[config.mk]
export PLATFORM = sky130hd
export DESIGN_NAME = vr_startup_seq
export DESIGN_NICKNAME = d
export VERILOG_FILES = /design/src/rtl/vrseq_pkg.sv /design/src/rtl/vrseq_qualify.sv /design/src/rtl/vrseq_vid.sv /design/src/rtl/vrseq_ramp.sv /design/src/rtl/vr_startup_seq.sv
export SDC_FILE = /design/constraint.sdc
export NUM_CORES = 1
export LEC_CHECK = 0
export BUFFER_PORTS_ARGS = -buffer_cell sky130_fd_sc_hd__buf_4
export CORE_AREA = 2 2 84 103
export CTS_CLUSTER_SIZE = 8
export DETAILED_ROUTE_END_ITERATION = 8
export DIE_AREA = 0 0 86 105
export GPL_TIMING_DRIVEN = 1
export PLACE_DENSITY_LB_ADDON = 0.1
export SLEW_MARGIN = 0
export SYNTH_ARGS = -nofsm -noshare
export SYNTH_HDL_FRONTEND = slang
export SYNTH_SLANG_ARGS = --single-unit
[constraint.sdc]
create_clock -name clk -period 3.9 [get_ports clk]
set_clock_uncertainty 0.2 [all_clocks]
set_input_delay 0.585 -clock clk [delete_from_list [all_inputs] [get_ports clk]]
set_output_delay 0.585 -clock clk [all_outputs]
set_load 0.05 [all_outputs]
[src/rtl/vrseq_pkg.sv]
package vrseq_pkg;
  typedef enum logic [2:0] {
    ST_SHUT, ST_DELAY, ST_RAMP1, ST_HOLD, ST_VIDWAIT, ST_RAMP2, ST_DONE
  } seq_state_t;

  localparam logic [1:0] MODE_BOOT = 2'b00;
endpackage

[src/rtl/vrseq_qualify.sv]
module vrseq_qualify (
  input  logic       bias_por_ok,
  input  logic       en_ok,
  input  logic       drv_en_ok,
  input  logic [2:0] phase_bias_ok,
  input  logic [1:0] phase_cnt,
  output logic       qual
);
  logic need_23;
  logic base_ok;

  // 2- and 3-phase builds also need phases 2 and 3 biased
  assign need_23 = (phase_cnt == 2'b01) || (phase_cnt == 2'b10);
  assign base_ok = bias_por_ok && en_ok && drv_en_ok && phase_bias_ok[0];
  assign qual    = base_ok && (!need_23 || (&phase_bias_ok[2:1]));
endmodule

[src/rtl/vrseq_vid.sv]
module vrseq_vid #(
  parameter int VID_W = 8,
  parameter int DAC_W = 8
) (
  input  logic [VID_W-1:0] vid,
  input  logic [1:0]       mode,
  output logic [DAC_W-1:0] tgt,
  output logic             boot_valid,
  output logic             noload
);
  localparam int SHORT_W = 5;

  logic [SHORT_W-1:0] short_code;
  assign short_code = vid[SHORT_W-1:0];

  // the 5-bit modes use only the low field
  assign tgt        = mode[1] ? DAC_W'(short_code) : DAC_W'(vid);
  assign boot_valid = (vid != '0) && (vid != '1);
  assign noload     = mode[1] && (&short_code);
endmodule

[src/rtl/vrseq_ramp.sv]
module vrseq_ramp #(
  parameter int DAC_W    = 8,
  parameter int STEP_CYC = 3
) (
  input  logic             clk,
  input  logic             rst_n,
  input  logic             clr,
  input  logic             run,
  input  logic [DAC_W-1:0] tgt,
  output logic [DAC_W-1:0] ref_code,
  output logic             arrive
);
  localparam int SW = (STEP_CYC > 1) ? $clog2(STEP_CYC) : 1;
  localparam logic [SW-1:0] STEP_LAST = SW'(STEP_CYC - 1);

  logic [DAC_W-1:0] ref_q, nxt;
  logic [SW-1:0]    step_q;
  logic             at_tgt, tick;

  assign at_tgt   = (ref_q == tgt);
  assign tick     = run && !at_tgt && (step_q == STEP_LAST);
  assign nxt      = (tgt > ref_q) ? ref_q + DAC_W'(1) : ref_q - DAC_W'(1);
  assign arrive   = run && (at_tgt || (tick && (nxt == tgt)));
  assign ref_code = ref_q;

  always_ff @(posedge clk) begin
    if (!rst_n || clr) begin
      ref_q  <= '0;
      step_q <= '0;
    end else if (!run || at_tgt) begin
      step_q <= '0;
    end else if (tick) begin
      step_q <= '0;
      ref_q  <= nxt;
    end else begin
      step_q <= step_q + SW'(1);
    end
  end

  // one LSB per step, never a jump, unless cleared
  p_unit_step_r4: assert property (@(posedge clk) disable iff (!rst_n)
    !clr |=> (ref_q == $past(ref_q) || ref_q == $past(ref_q) + DAC_W'(1)
              || ref_q == $past(ref_q) - DAC_W'(1)));

  p_idle_frozen_r4: assert property (@(posedge clk) disable iff (!rst_n)
    (!clr && !run) |=> (ref_q == $past(ref_q)));
endmodule

[src/rtl/vr_startup_seq.sv]
module vr_startup_seq #(
  parameter int VID_W     = 8,
  parameter int DAC_W     = 8,
  parameter int BOOT_CODE = 110,
  parameter int TD1_CYC   = 8,
  parameter int TD3_CYC   = 6,
  parameter int STEP_CYC  = 3
) (
  input  logic             clk,
  input  logic             rst_n,
  input  logic             bias_por_ok,
  input  logic             en_ok,
  input  logic             drv_en_ok,
  input  logic [2:0]       phase_bias_ok,
  input  logic [1:0]       phase_cnt,
  input  logic [1:0]       mode,
  input  logic [VID_W-1:0] vid,
  input  logic             in_window,
  output logic [DAC_W-1:0] ref_code,
  output logic             pwm_hiz,
  output logic             pgood
);
  import vrseq_pkg::*;

  localparam int TMAX = (TD1_CYC > TD3_CYC) ? TD1_CYC : TD3_CYC;
  localparam int CW   = $clog2(TMAX + 1);
  localparam logic [DAC_W-1:0] BOOT_LVL = DAC_W'(BOOT_CODE);
  localparam logic [CW-1:0]    TD1_LAST = CW'(TD1_CYC - 1);
  localparam logic [CW-1:0]    TD3_LAST = CW'(TD3_CYC - 1);

  seq_state_t       state_q, state_d;
  logic [CW-1:0]    cnt_q;
  logic [DAC_W-1:0] tgt_q, tgt_d, vid_tgt, ramp_tgt;
  logic             qual, boot_valid, noload, arrive, ramp_run, ramp_clr;
  logic             pgood_q;

  vrseq_qualify u_qual (
    .bias_por_ok  (bias_por_ok),
    .en_ok        (en_ok),
    .drv_en_ok    (drv_en_ok),
    .phase_bias_ok(phase_bias_ok),
    .phase_cnt    (phase_cnt),
    .qual         (qual)
  );

  vrseq_vid #(.VID_W(VID_W), .DAC_W(DAC_W)) u_vid (
    .vid       (vid),
    .mode      (mode),
    .tgt       (vid_tgt),
    .boot_valid(boot_valid),
    .noload    (noload)
  );

  assign ramp_run = (state_q == ST_RAMP1) || (state_q == ST_RAMP2);
  assign ramp_clr = !qual || (state_q == ST_SHUT);
  assign ramp_tgt = (state_q == ST_RAMP1) ? BOOT_LVL : tgt_q;

  vrseq_ramp #(.DAC_W(DAC_W), .STEP_CYC(STEP_CYC)) u_ramp (
    .clk     (clk),
    .rst_n   (rst_n),
    .clr     (ramp_clr),
    .run     (ramp_run),
    .tgt     (ramp_tgt),
    .ref_code(ref_code),
    .arrive  (arrive)
  );

  always_comb begin
    state_d = state_q;
    tgt_d   = tgt_q;
    if (!qual) begin
      state_d = ST_SHUT;                      // abort has priority
    end else begin
      unique case (state_q)
        ST_SHUT: if (!noload) begin
          if (mode == MODE_BOOT) begin
            state_d = ST_DELAY;
          end else begin
            state_d = ST_RAMP2;
            tgt_d   = vid_tgt;                // direct start samples target
          end
        end
        ST_DELAY: if (cnt_q == TD1_LAST) state_d = ST_RAMP1;
        ST_RAMP1: if (arrive) state_d = ST_HOLD;
        ST_HOLD: if (cnt_q == TD3_LAST) begin
          if (boot_valid) begin
            state_d = ST_RAMP2;
            tgt_d   = vid_tgt;
          end else begin
            state_d = ST_VIDWAIT;
          end
        end
        ST_VIDWAIT: if (boot_valid) begin
          state_d = ST_RAMP2;
          tgt_d   = vid_tgt;
        end
        ST_RAMP2: if (arrive) state_d = ST_DONE;
        ST_DONE:  state_d = ST_DONE;
        default:  state_d = ST_SHUT;
      endcase
    end
  end

  always_ff @(posedge clk) begin
    if (!rst_n) begin
      state_q <= ST_SHUT;
      cnt_q   <= '0;
      tgt_q   <= '0;
      pgood_q <= 1'b0;
    end else begin
      state_q <= state_d;
      tgt_q   <= tgt_d;
      pgood_q <= qual && (state_q == ST_DONE) && in_window;
      if (state_d != state_q || !(state_q == ST_DELAY || state_q == ST_HOLD))
        cnt_q <= '0;
      else
        cnt_q <= cnt_q + CW'(1);
    end
  end

  assign pwm_hiz = (state_q == ST_SHUT);
  assign pgood   = pgood_q;

  p_abort_r10: assert property (@(posedge clk) disable iff (!rst_n)
    !qual |=> (pwm_hiz && ref_code == '0 && !pgood));

  p_bias23_r2: assert property (@(posedge clk) disable iff (!rst_n)
    (state_q == ST_SHUT && (phase_cnt == 2'b01 || phase_cnt == 2'b10)
     && !(&phase_bias_ok[2:1])) |=> (state_q == ST_SHUT));

  p_noload_r7: assert property (@(posedge clk) disable iff (!rst_n)
    (state_q == ST_SHUT && noload) |=> pwm_hiz);

  p_hold_boot_r5: assert property (@(posedge clk) disable iff (!rst_n)
    (state_q == ST_HOLD) |-> (ref_code == BOOT_LVL));

  p_wait_nopg_r6: assert property (@(posedge clk) disable iff (!rst_n)
    (state_q == ST_VIDWAIT) |-> (!pgood && ref_code == BOOT_LVL));

  p_pgood_win_r9: assert property (@(posedge clk) disable iff (!rst_n)
    pgood |-> $past(in_window));

  p_direct_go_r8: assert property (@(posedge clk) disable iff (!rst_n)
    (state_q == ST_SHUT && qual && !noload && mode != MODE_BOOT)
    |=> (state_q == ST_RAMP2));
endmodule

==> results.toml, run 1 <==
[outcome]
run_status = "complete, but fails checks"
failed_checks = "negative setup slack"

[sta]
timing_max_transition_violations_final = 0
setup_total_negative_slack_ns = -0.09249
min_hold_slack_ns = 0.2268
final.period_utilization = 1.019
final_hold_viol_count = 0
final-setup-viol-count = 2
max_slew.worst_pin.slew_ns = 0.5166
fmax_mhz = 251.7
max_transition_margin = 0.6548
worst_slack_ns = -0.07276
final_period_minus_worst_setup_slack_ns = 3.973
grt_setup_unrepaired = "true"

[grt]
track_usage = 0.1239
grt_pass1_wl_um = 9066
grt_remaining_overflow = 0
number_of_antenna_violations_at_the_first_check_in_global_routing = 0
first_global_vias = 1920
grt_max_degree = 14

[cells_and_area]
synthToLayoutAreaGrowth_pct = 44.37
antenna-diode-count = 0
layout_net_count = 348
layout-drive-gt1-share = 0.3595
fin_area_um2 = 2841
final_util = 0.3564

[setup_path]
critical_path_buf_inv_count = 2
cp_data_arrival_time_ns = 3.93
category_of_the_most_critical_setup_path = "reg -> reg"
cpPeakStageDelay_ns = 0.43
critPathSlowestCell = "sky130_fd_sc_hd__or3b_4"
critPathMostFrequentCell = "sky130_fd_sc_hd__ha_4"
cp_max_fo = 6
timing.critical_path.from_type = "flip-flop"
cp_top_family = "compound AO/OA/AOI/OAI gates"
setup.worst_path.end_class = "flip-flop"
worst_ep_required_time_ns = 3.86
crit_chain = "or3b_4 > and2_4 > ha_4 > nand4_1 > a21o_1 > a31oi_4 > inv_4 > ha_4 > buf_6 > nor4b_4 > a2111oi_2 > o211ai_1 > xor2_1 > a2111oi_4 > a31oi_2 > mux2i_1"

[floorplan]
die_w_um = 86
floorplan.io_pins = 31
die_height_um = 105
design.die.area_um2 = 9030
fp-row-count = 36
floorplan.core_area_um2 = 7973
initial_utilization = 0.2469

[routing]
detail_route.vias_per_cell = 4.746
detail_route.drc_violations = 0
initialDrtViolationCount = 53
drtAntennaViolNets = 0
total_wirelength_um = 5458
routedWlPerCell_um = 13.61
route.vias.total = 1903
detailedRoute.firstPassIterationCount = 4

[clock_network]
cts_sinks = 26
inserted_clock_buffers = 3
tritoncts = "done"
clock_transition_at_the_register_clock_pins_on_the_worst_setup_and_hold_paths_after_cts_ns = 0.09
cts_root_buf = "sky130_fd_sc_hd__clkbuf_8"
cts.htree.levels = 1
clk_latency_ns = 0.27
clock_tree.buffer_depth = 2

[placed_design]
detailed_place.area_um2 = 2567
portBuffers = 30
place_hpwl_um = 4320
place.gp.congestion = 0.8308

[synthesis]
asyncSetResetFlopFracSynth = 0
syn_area_per_cell_um2 = 8.269
ys_seq_elements = 26
synth_flop_cell = "sky130_fd_sc_hd__dfxtp_1"
netlist_instances = 238
synth_seq_area_share = 0.2645
synth-warning-count = 0
synth.lib_cells_used.distinct = 51
synth_enable_flop_cells = 0
netlist_area_um2 = 1968
synthesis.nets = 278

[worst_hold_path]
hold_path_class = "reg -> reg"

[power]
max-vdd-ir-drop_uv = 106.5
static_leakage_power_uw = 0.001188
pwr_density_cell_nw_per_um2 = 188.3

[flow_run]
maxCapViolations = 0
-- cell families after synthesis --
kind of cell               share of synthesized area
and+or+nand+nor                               0.2696
AOI/OAI and AO/OA                             0.1475
DFF                                           0.2645
buffers and inverters                        0.05594
adders and majority gates                     0.1246
xor gates and xnor gates                     0.08137
muxes                                        0.05658
-- synth_stat cells (2+ instances only) --
| library cell | n | area share |
|---|---|---|
| sky130_fd_sc_hd__dfxtp_1 | 26 | 0.26 |
| sky130_fd_sc_hd__nor2_1 | 24 | 0.046 |
| sky130_fd_sc_hd__ha_1 | 18 | 0.11 |
| sky130_fd_sc_hd__inv_1 | 18 | 0.034 |
| sky130_fd_sc_hd__nand2_1 | 16 | 0.031 |
| sky130_fd_sc_hd__a21oi_1 | 14 | 0.036 |
| sky130_fd_sc_hd__mux2i_1 | 10 | 0.051 |
| sky130_fd_sc_hd__nor2b_1 | 10 | 0.032 |
| sky130_fd_sc_hd__xnor2_1 | 9 | 0.040 |
| sky130_fd_sc_hd__nand3_1 | 8 | 0.020 |
| sky130_fd_sc_hd__nand2b_1 | 7 | 0.022 |
| sky130_fd_sc_hd__and2_1 | 5 | 0.016 |
| sky130_fd_sc_hd__nand4_1 | 5 | 0.016 |
| sky130_fd_sc_hd__o21ai_0 | 5 | 0.013 |
| sky130_fd_sc_hd__a21boi_0 | 4 | 0.015 |
| sky130_fd_sc_hd__clkbuf_1 | 4 | 0.0076 |
| sky130_fd_sc_hd__nand3b_1 | 4 | 0.015 |
| sky130_fd_sc_hd__nor4_1 | 4 | 0.013 |
| sky130_fd_sc_hd__xor2_1 | 4 | 0.018 |
| sky130_fd_sc_hd__a31oi_1 | 3 | 0.0095 |
| sky130_fd_sc_hd__nor3b_1 | 3 | 0.011 |
| sky130_fd_sc_hd__o21a_1 | 3 | 0.011 |
| sky130_fd_sc_hd__o22ai_1 | 3 | 0.0095 |
| sky130_fd_sc_hd__buf_6 | 2 | 0.011 |
| sky130_fd_sc_hd__o211ai_1 | 2 | 0.0076 |
| sky130_fd_sc_hd__or3_1 | 2 | 0.0064 |
-- registers in the layout, indices dropped and copies added, names as in the netlist --
name,count
tgt_q,8
u_ramp.ref_code,8
cnt_q,4
state_q,3
u_ramp.step_q,2
pgood,1
-- worst paths after layout --
path,start,to,slack (ns),cells after the start
setup / recovery,state_q[2],state_q[0],-0.07,16
hold / removal,u_ramp.step_q[0],u_ramp.step_q[0],0.23,1
setup reg to reg,state_q[2],state_q[0],-0.07,16
hold reg to reg,u_ramp.step_q[0],u_ramp.step_q[0],0.23,1
-- final cells by class --
cell class              count  area (um^2)
clock buffers               3        41.29
repair buffers             72        551.8
fillers                   841         5131
well taps                  95        118.9
inverters                  18        70.07
flip-flops and latches     26        524.3
multi-input cells         187         1535
-- where the power goes --
group	internal, uW	total [uW]	leakage, uW	switching, uW
clock	69.3	157	0.0000216	87.4
combinational	64.1	111	0.000955	46.8
sequential	266	267	0.000211	0.963
total	400	535	0.00119	135
-- repair_timing --
item	4_1_cts	5_1_grt
resized for setup	10	21
setup endpoints to repair	2	4
setup buffers	4	7
pin swaps	6	14
cloned	0	0
hold buffers	0	0
-- placed cells by master (no fill, tap or decap), drive strengths merged, types with 4 or more instances in the layout --
master / n
buf: 72
dfxtp: 26
nor2: 24
inv: 18
ha: 18
nand2: 16
a21oi: 14
mux2i: 10
nor2b: 10
xnor2: 9
nand3: 8
nand2b: 8
and2: 6
o21ai: 6
nand4: 5
nor4: 4
nand3b: 4
a21boi: 4
xor2: 4
-- through the flow --
stage                     total power [uW]  worst slack [ns]  std cells
after detailed placement             367.3          -0.09727        388
after global placement               368.1           -0.1130        388
final                                535.0          -0.07276        401
after global routing                 566.0           -0.2643        401
after CTS                            529.9          -0.06098        395
after floorplan                      324.5          -0.01764        238
-- routing by layer --
metal  global-route usage  up-vias  part of all wire
li1                     -      969                 -
met1               0.1508      891              0.44
met2               0.2259       37              0.52
met3              0.01264        6             0.023
met4              0.03401        0             0.014
met5                    0        -                 0
No activity file was read; power rests on OpenSTA's default activity.
==> run 2, diff against run 1 <==
--- a/config.mk
+++ b/config.mk
@@ -5,6 +5,7 @@
 export SDC_FILE = /design/constraint.sdc
 export NUM_CORES = 1
 export LEC_CHECK = 0
+export ABC_AREA = 1
 export BUFFER_PORTS_ARGS = -buffer_cell sky130_fd_sc_hd__buf_4
 export CORE_AREA = 2 2 84 103
 export CTS_CLUSTER_SIZE = 8
==> run 2 against run 1 <==
Net effect:
- the run now ends clean
- total power is 8.4% higher
- synthesized cell count grew 26%
- cell count rose by 16%
- utilization fell by 0.67 points
- largest power group unchanged
==> results.toml, run 2 <==
[setup_path]
worst_ep_required_time_ns = 3.91
cp_max_fo = 7
cpPeakStageDelay_ns = 0.35
cp_data_arrival_time_ns = 3.80
setup.worst_path.end_class = "flip-flop"
timing.critical_path.from_type = "flip-flop"
category_of_the_most_critical_setup_path = "reg -> reg"
critical_path_buf_inv_count = 3
cp_top_family = "simple AND/OR/NAND/NOR gates"
critPathSlowestCell = "sky130_fd_sc_hd__dfxtp_2"

[placed_design]
place_hpwl_um = 4494
portBuffers = 30
place.gp.congestion = 0.8177
preCtsSetupSlack_ns = -0.1616

[sta]
max_slew.worst_pin.slew_ns = 0.8543
fmax_mhz = 264.1
grt_setup_unrepaired = "true"
final.period_utilization = 0.9710
final-setup-viol-count = 0
timing_max_transition_violations_final = 0
final_hold_viol_count = 0
final_period_minus_worst_setup_slack_ns = 3.787
worst_slack_ns = 0.1129
max_transition_margin = 0.4158

[synthesis]
synth_flop_cell = "sky130_fd_sc_hd__dfxtp_1"
synth_top_cells_by_count = "sky130_fd_sc_hd__nand2_1, sky130_fd_sc_hd__inv_1, sky130_fd_sc_hd__dfxtp_1"
synth.most_common_cell = "sky130_fd_sc_hd__nand2_1"
ys_top_cells_by_area = "sky130_fd_sc_hd__dfxtp_1, sky130_fd_sc_hd__nand2_1, sky130_fd_sc_hd__ha_1, sky130_fd_sc_hd__inv_1, sky130_fd_sc_hd__a21oi_1"
synth_enable_flop_cells = 0
synth_seq_area_share = 0.2655
synth.lib_cells_used.distinct = 30
synthesis.nets = 339
syn_area_per_cell_um2 = 6.557
synthDominantAreaCellType = "sky130_fd_sc_hd__dfxtp_1"
netlist_area_um2 = 1961
asyncSetResetFlopFracSynth = 0
ys_seq_elements = 26
synth_largest_type_area_fraction = 0.2655
netlist_instances = 299
synth-warning-count = 0

[power]
psw_uw = 169.7
report.power.total_uw = 579.9
static_leakage_power_uw = 0.001346
max-vdd-ir-drop_uv = 126.3
clock_network_fraction_of_total_power = 0.280
internal_power_uw = 410.2
p_seq_frac = 0.462
share_comb_of_total_power = 0.258
pwr_density_cell_nw_per_um2 = 208.0
switching_share = 0.2926

[clock_network]
cts.htree.levels = 1
cts_sinks = 26
inserted_clock_buffers = 3
cts_root_buf = "sky130_fd_sc_hd__clkbuf_8"
clock_tree.buffer_depth = 2
clk_latency_ns = 0.27
clock_transition_at_the_register_clock_pins_on_the_worst_setup_and_hold_paths_after_cts_ns = 0.10
tritoncts = "done"

[floorplan]
floorplan.core_area_um2 = 7973
die_w_um = 86
die_height_um = 105
floorplan.io_pins = 31
fp-row-count = 36
design.die.area_um2 = 9030
initial_utilization = 0.2459

[routing]
detail_route.drc_violations = 0
initialDrtViolationCount = 53
routedWlPerCell_um = 11.96
detailedRoute.firstPassIterationCount = 4
route.vias.total = 2085
drtAntennaViolNets = 0
total_wirelength_um = 5548
detail_route.vias_per_cell = 4.494

[cells_and_area]
antenna-diode-count = 0
final_util = 0.3497
layout_net_count = 411
synthToLayoutAreaGrowth_pct = 42.18
layout-drive-gt1-share = 0.3144
layout.cells.most_common = "sky130_fd_sc_hd__buf_4"
commonest_non_fill_non_tap_cells_in_the_layout = "sky130_fd_sc_hd__buf_4, sky130_fd_sc_hd__nand2_1, sky130_fd_sc_hd__inv_1"

[grt]
number_of_antenna_violations_at_the_first_check_in_global_routing = 0
first_global_vias = 2078
grt_pass1_wl_um = 9287
grt_remaining_overflow = 0
track_usage = 0.1273
grt_max_degree = 17

[outcome]
run_status = "finished clean"

[flow_run]
maxCapViolations = 0

[worst_hold_path]
hold_path_class = "reg -> reg"
-- run 2: worst register-to-register path: cells and delay by family, from the launching register on --
kind	cells	cell delay (ns)
compound gates	1	0.17
buf+inv	3	0.25
flops	1	0.35
simple gates	23	2.30
fa+ha+maj	2	0.47
-- run 2: final timing paths --
check	startpoint	to	slack [ns]	depth (start not counted)
hold reg to reg	u_ramp.step_q[0]	u_ramp.step_q[0]	0.22	1
setup / recovery	state_q[1]	cnt_q[3]	0.11	29
hold / removal	u_ramp.step_q[0]	u_ramp.step_q[0]	0.22	1
setup reg to reg	state_q[1]	cnt_q[3]	0.11	29
-- run 2: what timing repair did --
item                                    in CTS  in global routing
pin swaps                                    8                 19
endpoints found under the setup margin       6                  6
hold buffers                                 0                  0
gates resized for setup                     13                 26
buffers inserted                             2                  5
gates cloned                                 1                  0
hold endpoints to repair                     0                  0
-- run 2: per-layer routing --
| layer | track usage | share of wire |
|---|---|---|
| met5 | 0 | 0 |
| met4 | 0.03061 | 0.0092 |
| met3 | 0.01580 | 0.023 |
| met2 | 0.2342 | 0.52 |
| met1 | 0.1533 | 0.45 |
-- run 2: per-stage QoR --
step / area [um^2] / setup TNS, ns / hold WS (ns) / instances
global placement: 2532 / -0.3992 / 0.2063 / 453
floorplan: 1961 / 0 / 0.1924 / 299
detailed placement: 2532 / -0.5723 / 0.2103 / 453
CTS: 2639 / 0 / 0.2260 / 459
global route: 2788 / -0.7249 / 0.2350 / 464
finish: 2788 / 0 / 0.2167 / 464
-- run 2: power groups by stage --
stage	registers, uW	clock network, uW	logic (uW)
finish	268	162	149
global route	269	184	169
CTS	268	174	141
detailed placement	274	0	136
global placement	274	0	135
floorplan	274	0	75.3
-- run 2: layout make-up --
class | count | area (um^2)
Clock buffer | 3 | 41.29
Fill cell | 876 | 5185
Inverter | 49 | 183.9
Multi-Input combinational cell | 220 | 1378
Sequential cell | 26 | 521.8
Tap cell | 95 | 118.9
Timing Repair Buffer | 71 | 544.3
-- run 2: logic make-up (layout without fill, tap and decap cells) --
family	Yosys count	after routing	share of synthesized area
flops	26	26	0.2655
simple gates	143	144	0.3210
fa+ha+maj	19	19	0.1251
xor+xnor	7	7	0.03893
compound gates	50	50	0.1417
buf+inv	54	123	0.1078
==> run 3, diff against run 2 <==
--- a/config.mk
+++ b/config.mk
@@ -5,7 +5,6 @@
 export SDC_FILE = /design/constraint.sdc
 export NUM_CORES = 1
 export LEC_CHECK = 0
-export ABC_AREA = 1
 export BUFFER_PORTS_ARGS = -buffer_cell sky130_fd_sc_hd__buf_4
 export CORE_AREA = 2 2 84 103
 export CTS_CLUSTER_SIZE = 8
@@ -17,3 +16,4 @@
 export SYNTH_ARGS = -nofsm -noshare
 export SYNTH_HDL_FRONTEND = slang
 export SYNTH_SLANG_ARGS = --single-unit
+export TNS_END_PERCENT = 5
==> run 3 against run 2 <==
Net effect:
- sequential share of layout area about the same
- critical path type unchanged
- count of clock-buffer cells in the layout is the same
- via count down 8.9%
- fmax fell by 7.4%
- highest routed layer unchanged
- the flow now finishes with violations (negative setup slack)
- sequential cell count unchanged
==> results.toml, run 3 (synthesis results as in run 1) <==
[outcome]
run_status = "complete, but fails checks"
failed_checks = "negative setup slack"

[setup_path]
cp_max_fo = 6
critical_path.reg2reg.startpoint = "state_q[2]"
cpPeakStageDelay_ns = 0.42
cp_data_arrival_time_ns = 4.05
cp_top_family = "compound AO/OA/AOI/OAI gates"
critical_path_buf_inv_count = 2
worst_r2r_endpoint = "state_q[0]"
worst_r2r_path_depth = 16
rrSetupSlack_ns = -0.19
crit_chain = "or3b_4 > and2_4 > ha_4 > nand4_1 > a21o_1 > a31oi_4 > inv_4 > ha_4 > buf_6 > nor4b_4 > a2111oi_2 > o211ai_1 > xor2_1 > a2111oi_2 > a31oi_2 > mux2i_1"
category_of_the_most_critical_setup_path = "reg -> reg"
worst_ep_required_time_ns = 3.86
critPathSlowestCell = "sky130_fd_sc_hd__or3b_4"
timing.critical_path.from_type = "flip-flop"
setup.worst_path.end_class = "flip-flop"

[cells_and_area]
commonest_non_fill_non_tap_cells_in_the_layout = "sky130_fd_sc_hd__buf_4, sky130_fd_sc_hd__dfxtp_1, sky130_fd_sc_hd__nor2_1"
antenna-diode-count = 0
layout-drive-gt1-share = 0.3498
layout_net_count = 345
final-seq-area_um2 = 523.0
num-fill-cells = 844
final_util = 0.3508
synthToLayoutAreaGrowth_pct = 42.09
non_filler_cells_final = 398
layout.cells.most_common = "sky130_fd_sc_hd__buf_4"
multiInputGateArea_um2 = 1510

[grt]
track_usage = 0.1235
first_global_vias = 1899
grt_remaining_overflow = 0
number_of_antenna_violations_at_the_first_check_in_global_routing = 0
grt_pass1_wl_um = 9039
grt_max_degree = 14

[clock_network]
inserted_clock_buffers = 3
clk_latency_ns = 0.27
clock_transition_at_the_register_clock_pins_on_the_worst_setup_and_hold_paths_after_cts_ns = 0.09
cts_sinks = 26
clock_tree.buffer_depth = 2
cts.htree.levels = 1
tritoncts = "done"
cts_root_buf = "sky130_fd_sc_hd__clkbuf_8"
hold_buffers = 0

[floorplan]
design.die.area_um2 = 9030
die_height_um = 105
floorplan.io_pins = 31
fp-row-count = 36
die_w_um = 86
floorplan.core_area_um2 = 7973
initial_utilization = 0.2469

[placed_design]
portBuffers = 30
place_hpwl_um = 4320
placed_cells = 388
place.gp.congestion = 0.8308

[sta]
grt_setup_unrepaired = "true"
final-setup-viol-count = 2
final_period_minus_worst_setup_slack_ns = 4.089
max_slew.worst_pin.slew_ns = 0.5153
max_transition_margin = 0.6557
setup_total_negative_slack_ns = -0.3274
timing_max_transition_violations_final = 0
fmax_mhz = 244.5
worst_slack_ns = -0.1892
final_hold_viol_count = 0
final.period_utilization = 1.049
min_hold_slack_ns = 0.2268

[worst_hold_path]
whs_path_depth = 1
hp-start = "u_ramp.step_q[0]"
hold_path_class = "reg -> reg"
worst_hold_path_ep = "u_ramp.step_q[0]"

[routing]
total_wirelength_um = 5461
detail_route.drc_violations = 0
detail_route.vias_per_cell = 4.771
detailedRoute.firstPassIterationCount = 4
route.vias.total = 1899
routedWlPerCell_um = 13.72
drtAntennaViolNets = 0
initialDrtViolationCount = 49

[power]
pwr_density_cell_nw_per_um2 = 190.6
switching_share = 0.2528
report.power.total_uw = 532.9
clock_network_fraction_of_total_power = 0.294
internal_power_uw = 398.2
share_comb_of_total_power = 0.204
p_seq_frac = 0.502
static_leakage_power_uw = 0.001173
psw_uw = 134.7
max-vdd-ir-drop_uv = 106.1

[flow_run]
maxCapViolations = 0
-- run 3: how the worst max path moves through the flow --
stage / from / to / slack, ns / depth (start not counted)
2_1_floorplan: state_q[2] / state_q[0] / -0.02 / 18
3_3_place_gp: state_q[1] / state_q[0] / -0.11 / 19
3_5_place_dp: state_q[0] / state_q[0] / -0.1 / 15
4_1_cts: state_q[1] / state_q[0] / -0.09 / 15
5_1_grt: state_q[2] / state_q[0] / -0.39 / 16
6_report: state_q[2] / state_q[0] / -0.19 / 16
-- run 3: stage by stage --
step / instance area [um^2] / worst slack (ns)
global placement: 2567 / -0.1130
finish: 2796 / -0.1892
global route: 2796 / -0.3887
detailed placement: 2567 / -0.09727
CTS: 2633 / -0.09398
floorplan: 2036 / -0.01764
-- run 3: power by group through the flow --
stage | registers, uW | clock network, uW | logic [uW]
global placement | 273 | 0 | 94.6
finish | 267 | 157 | 109
global route | 268 | 176 | 120
detailed placement | 273 | 0 | 93.9
floorplan | 273 | 0 | 51.2
CTS | 267 | 164 | 96.7
-- run 3: layout make-up --
| cell class | count | share of cell area |
|---|---|---|
| multi-input combinational | 187 | 0.5400 |
| tap | 95 | 0.04251 |
| clock buffer | 3 | 0.01477 |
| inverter | 18 | 0.02506 |
| sequential | 26 | 0.1870 |
| timing repair buffer | 69 | 0.1906 |
-- run 3: repair_timing --
action                     CTS  global route
pin swaps                    5            13
buffers inserted             1             7
resized for setup            4            26
setup endpoints to repair    2             4
-- run 3: per-layer routing --
metal,wire length [um],vias up,share of wire,global-route usage
met5,0,-,0,0
met4,76,0,0.014,0.03401
met3,130,6,0.024,0.01264
met2,2842,37,0.52,0.2237
met1,2411,892,0.44,0.1518
li1,-,964,-,-
